<file path="config.mk">
export PLATFORM = sky130hd
export DESIGN_NAME = bus_polarity_latch
export DESIGN_NICKNAME = d
export VERILOG_FILES = /design/src/rtl/bus_polarity_latch.sv
export SDC_FILE = /design/constraint.sdc
export NUM_CORES = 1
export LEC_CHECK = 0
export ABC_CLOCK_PERIOD_IN_PS = 2960
export CORE_UTILIZATION = 40
export DETAILED_ROUTE_END_ITERATION = 16
export GPL_ROUTABILITY_DRIVEN = 1
export PLACE_DENSITY = 0.58
export SYNTH_ARGS = -nofsm -noshare
export SYNTH_HDL_FRONTEND = slang
export SYNTH_SLANG_ARGS = --single-unit
</file>
<file path="constraint.sdc">
create_clock -name clk -period 2.96 [get_ports clk]
set_input_delay 0.444 -clock clk [delete_from_list [all_inputs] [get_ports clk]]
set_output_delay 0.444 -clock clk [all_outputs]
set_load 0.01 [all_outputs]
</file>
<file path="src/rtl/bus_polarity_latch.sv">
module bus_polarity_latch #(
  parameter int CNT_W = 16
) (
  input  logic             clk,
  input  logic             por_n,
  input  logic             rx_raw,
  input  logic             tx_in,
  input  logic [CNT_W-1:0] limit,
  output logic             rx_out,
  output logic             tx_out,
  output logic             inverted
);

  logic [1:0]       sync;
  logic [CNT_W-1:0] low_cnt;
  logic             rx_s;

  assign rx_s = sync[1];

  always_ff @(posedge clk or negedge por_n) begin
    if (!por_n) sync <= 2'b11;
    else        sync <= {sync[0], rx_raw};
  end

  always_ff @(posedge clk or negedge por_n) begin
    if (!por_n) begin
      low_cnt  <= '0;
      inverted <= 1'b0;
    end else if (rx_s) begin
      low_cnt  <= '0;
    end else if (low_cnt >= limit) begin
      inverted <= 1'b1;
    end else begin
      low_cnt  <= low_cnt + 1'b1;
    end
  end

  assign rx_out = rx_s ^ inverted;
  assign tx_out = tx_in ^ inverted;

endmodule


</file>
======== Word-level counts from Yosys, hierarchy flattened ========
Index checks and enable logic that the tools add are counted.
word-level totals
  register bits after elaboration ......... 19
  word-level logic and storage cells ...... 12
  input port bits ......................... 20
  output and inout port bits .............. 3
operators by class
  mux-type cells .......................... 2
  reductions and logical operators ........ 1
  equality and inequality tests ........... 1
  $lt $le $gt $ge ......................... 1
  $add $sub $neg .......................... 1
  bitwise operators ....................... 3
operators by type and width
  kind                                           number
  2-to-1 mux 16 bit                              2
  adder 16 x 1 -> 16 bit, second input constant  1
  >= comparator 16 bit                           1
  inequality test 2 bit, second input constant   1
  AND reduction 2 bit                            1
  bitwise XOR 1 bit                              2
  inverter 1 bit                                 1

======== Longest topological paths before layout ========
Gate-level depths: netlist of the first run.
  depth after elaboration ................. 3
  gate-level depth with buffers ........... 9
  depth with buffers taken out ............ 7

======== Worst setup path before layout of the first run ========
Ideal clock, no wire load.
  kind .................................... input port to flip-flop
  from .................................... input limit[6]
  to ...................................... register low_cnt[3]
  data required time ...................... 2.835 ns
  stages .................................. 8
  library setup time ...................... 0.125 ns
  buffers on the path ..................... 1
  data arrival time ....................... 2.237 ns
  slack ................................... 0.598 ns
  path through ............................ inv_1 -> ha_1 -> a41oi_1 -> o21ai_1 -> a2111o_1 -> buf_2 -> nor3_1 -> mux2_4
between the ends
  longest elaborated chain between the ends .. 2
ends and longest elaborated chain
  item                                    line  text
  start: declaration                      8     input logic [CNT_W-1:0] limit,
  >= comparator 16 bit                    31    end else if (low_cnt >= limit) begin
  inequality test 2 bit (no source line)  n/a
  end signal: assignment                  34    low_cnt <= low_cnt + 1'b1;
  end: declaration                        15    logic [CNT_W-1:0] low_cnt;
Every way passes these cells.
A chain may end at the register's enable or synchronous reset.

======== Worst setup path after layout of the first run ========
  from .................................... input limit[6]
  to ...................................... register low_cnt[12]
Same word-level chain as after synthesis.

==> results of run 1 <==
-- cell usage after synthesis (3+ instances only) --
| library cell | n | area (µm²) |
|---|---|---|
| a21oi_1 | 12 | 60.1 |
| clkbuf_1 | 3 | 11.3 |
| dfrtp_1 | 17 | 425 |
| ha_1 | 17 | 213 |
| inv_1 | 19 | 71.3 |
| mux2_2 | 3 | 33.8 |
| nand2_1 | 8 | 30.0 |
| nand3_1 | 7 | 35.0 |
| nand4_1 | 4 | 25.0 |
| nor2_1 | 12 | 45.0 |
| nor2b_1 | 7 | 43.8 |
| nor3_1 | 8 | 40.0 |
| o21ai_0 | 4 | 20.0 |
| o31ai_1 | 5 | 37.5 |
| or3_1 | 4 | 25.0 |
| or4_1 | 5 | 37.5 |
-- registers in the layout (all words and copies together), names as in the netlist --
name	cells
low_cnt	16
inverted	1
sync	2
-- cell type report --
type	count	area (µm²)
Fill cell	331	1600
Multi-Input combinational cell	123	932
Sequential cell	19	478
Timing Repair Buffer	30	280
Inverter	19	71.3
Tap cell	46	57.6
Clock buffer	4	45.0
-- critical path, delay by kind of cell --
kind | cells | cell delay [ns]
simple gates | 1 | 0.34
buf+inv | 3 | 0.67
compound gates | 3 | 0.72
mux | 1 | 0.37
fa+ha+maj | 1 | 0.30
-- power by group through the flow --
stage / logic [mW] / registers (mW) / clock network [mW]
detailed placement: 0.0989 / 0.287 / 0
global placement: 0.0966 / 0.286 / 0
floorplan: 0.0540 / 0.279 / 0
CTS: 0.0998 / 0.282 / 0.193
finish: 0.0981 / 0.282 / 0.189
global route: 0.108 / 0.284 / 0.207
-- metal layers --
layer,up-vias,wire length [µm],GRT usage (%)
li1,666,-,-
met1,615,1550,24.1
met2,46,1600,30.6
met3,6,174,3.26
met4,0,64,7.95
met5,-,0,0
-- cell families after synthesis --
group	after synthesis	share of synthesized area, %
AO/OA/AOI/OAI	33	17.2
flip-flops	19	31.6
AND/OR/NAND/NOR	64	23.5
adder cells (fa/ha/maj)	17	14.1
multiplexers	7	5.72
buffers and inverters	25	6.63
XOR/XNOR	2	1.16
-- per-stage QoR --
stage	hold slack, ns	cell area (µm²)	util [%]	setup TNS, ns
6_report	0.361	1860	53.8	0
5_1_grt	0.365	1860	53.8	0
4_1_cts	0.362	1860	53.8	0
3_5_place_dp	0.347	1820	52.5	-0.0200
3_3_place_gp	0.348	1820	52.5	0
2_1_floorplan	0.148	1510	-	0
-- worst paths after layout --
path | startpoint | to
worst min-delay path | sync[0]$_DFF_PN1_ | sync[1]$_DFF_PN1_
worst max-delay path | limit[6] | low_cnt[12]$_DFFE_PN0P_
max in group asynchronous | por_n | low_cnt[2]$_DFFE_PN0P_
min in group asynchronous | por_n | low_cnt[7]$_DFFE_PN0P_
worst max register to register | low_cnt[0]$_DFFE_PN0P_ | low_cnt[5]$_DFFE_PN0P_
worst min register to register | sync[0]$_DFF_PN1_ | sync[1]$_DFF_PN1_
-- cell usage in the layout (no fill, tap or decap), types with 2 or more instances in the layout --
cell type and n:
nor2b_1 7, nor4_1 2, dfrtp_1 17, nand3_1 7, a21oi_1 12, nand4_1 4, clkbuf_8 3, nor3_1 8
inv_1 19, mux2_2 3, clkdlybuf4s50_1 22, or3_1 4, ha_1 17, mux2_4 2, o311ai_2 2, dfstp_2 2
nand2_1 8, mux2_1 2, xor2_1 2, o31ai_1 5, nor2_1 12, or4_1 5, buf_4 8, and3_1 2
o21ai_0 4, and4_1 2, o21ai_1 2
==> impl_results.md, run 1 <==
* Post-DP HPWL at 2570 µm
* Antenna viol nets, final at 0
* Startpoint types: input port
* Largest net degree at the start of global routing at 26
* NetSw at roughly 0.15 mW
* Hold path depth at 0
* WL/cell at ~14 µm
* CTS root buffer: clkbuf_8
* CP peak stage delay at between 0.4 and 0.5 ns
* Placed cell count at ~240
* Worst-Margin Slew at ~0.9 ns
* CP Data Arrival Time at between 2 and 3 ns
* Tot Pwr at roughly 0.57 mW
* Initial antenna violation count at 0
* CP endpoint kind: flip-flop
* GRT Util Overall at 18.7%
* # port buffers at 22
* CTS Sinks at 19
* Cts hold-fix bufs at 0
* Starting Density at a little over two fifths
* Comb pwr share at 17.3%
* Pwr dens at 305 nW/µm²
* Final period utilization at between 90% and 100%
* CTS tree: yes
* Fin. max-slew vios at 0
* Std-Cell Core Area at ~3500 µm²
* Vias per cell at between 5 and 6
* Area Overhead vs Synth at 23.4%
* Worst path slowest cell: clkdlybuf4s50_1
* Clock period minus worst slack at roughly 2.7 ns
* Crit path cell chain: clkdlybuf4s50_1 > inv_1 > ha_1 > a41oi_1 > o21ai_1 > a2111o_1 > buf_4 > nor4_1 > mux2_2
* GPL Wtd Cong at just over 0.8
* Worst Hold Class: reg2reg
* Kind of critical path: in2reg
* DIE AREA at roughly 4000 µm²
* DRC violations left at 0
* Syn Area/Cell at ~9.0 µm²
* Status: completed
* Clock transition at the registers of the reported paths at 0.07 ns
* Post-Synthesis Cell Area at 1510 µm²
* Internal cell power at ~0.42 mW
* I/O pins at 23
* Worst VDD drop at roughly 200 µV
* Total Wirelength at around 3400 µm
* Post-Place Setup Slack at -0.00820 ns
* Starting DRT DRC Count at 66
* Final setup skew at between 0.0015 and 0.002 ns
* TritonRoute pass-1 iters at 4
* TritonCTS buffer count at 3
* Worst-skew pair later-pin latency at about 0.26 ns
* # nets final at roughly 230
* Post-Layout Cell Count at between 200 and 250
* First-pass GRT wire length at 5840 µm
* # rows at 21
* Syn_nets at between 200 and 250
* Register area share after synthesis at between 30% and 40%
* Max_cap viols at 0
* Post-CTS Resized at 0
* Setup bufs post-CTS at 0
* Fmax at 371 MHz
* Seq pwr share at approximately half
* Vias in the first global route at roughly 1.3k
* Worst Path Max Fanout at 10
* Gr ovfl total at 0
* Post-synth EDFFs at 0
* RSZ-0062 raised after global routing: false
* Die extent in x at roughly 63 µm
* Htree depth at 1
* Ant diodes at 0
* Final Hold Fails at 0
* Top_reg_cell synth: dfrtp_1
* FF-to-FF path depth at 7
* Number of synthesis warnings at 0
* Setup WS post-layout at 0.262 ns
* Slew headroom at between 30% and 40%
* P_leak at 0.846 nW
* CTS max path bufs at 2
* Count of final setup violators at 0
* Worst reg2reg setup slack at 0.36 ns
* Switching share of power at between 20% and 30%
* FF+latch count, synth at 19
* Layout cells sized above 1 at between 10% and 20%
* Vias at about 1.3k
* Req. time, crit path at ~3.1 ns
* Cell count after synthesis at roughly 170
* Vert. Die Dim at between 60 and 70 µm
* Ys async rst share at 100%
* Synth cell types at 38
* Clock Power Share at between 30% and 40%
Power figures use the tool's default switching activity.
==> run 2, diff against run 1 <==
--- a/config.mk
+++ b/config.mk
@@ -10,6 +10,8 @@
 export DETAILED_ROUTE_END_ITERATION = 16
 export GPL_ROUTABILITY_DRIVEN = 1
 export PLACE_DENSITY = 0.58
+export SLEW_MARGIN = 10
 export SYNTH_ARGS = -nofsm -noshare
 export SYNTH_HDL_FRONTEND = slang
 export SYNTH_SLANG_ARGS = --single-unit
+export TNS_END_PERCENT = 1
==> results of run 2 <==
The final DEF is identical to that of run 1; final timing and power are the same.
==> run 3, diff against run 2 <==
--- a/config.mk
+++ b/config.mk
@@ -10,6 +10,7 @@
 export DETAILED_ROUTE_END_ITERATION = 16
 export GPL_ROUTABILITY_DRIVEN = 1
 export PLACE_DENSITY = 0.58
+export SKIP_LAST_GASP = 1
 export SLEW_MARGIN = 10
 export SYNTH_ARGS = -nofsm -noshare
 export SYNTH_HDL_FRONTEND = slang
==> results of run 3 <==
The final DEF is identical to that of run 1; final timing and power are the same.
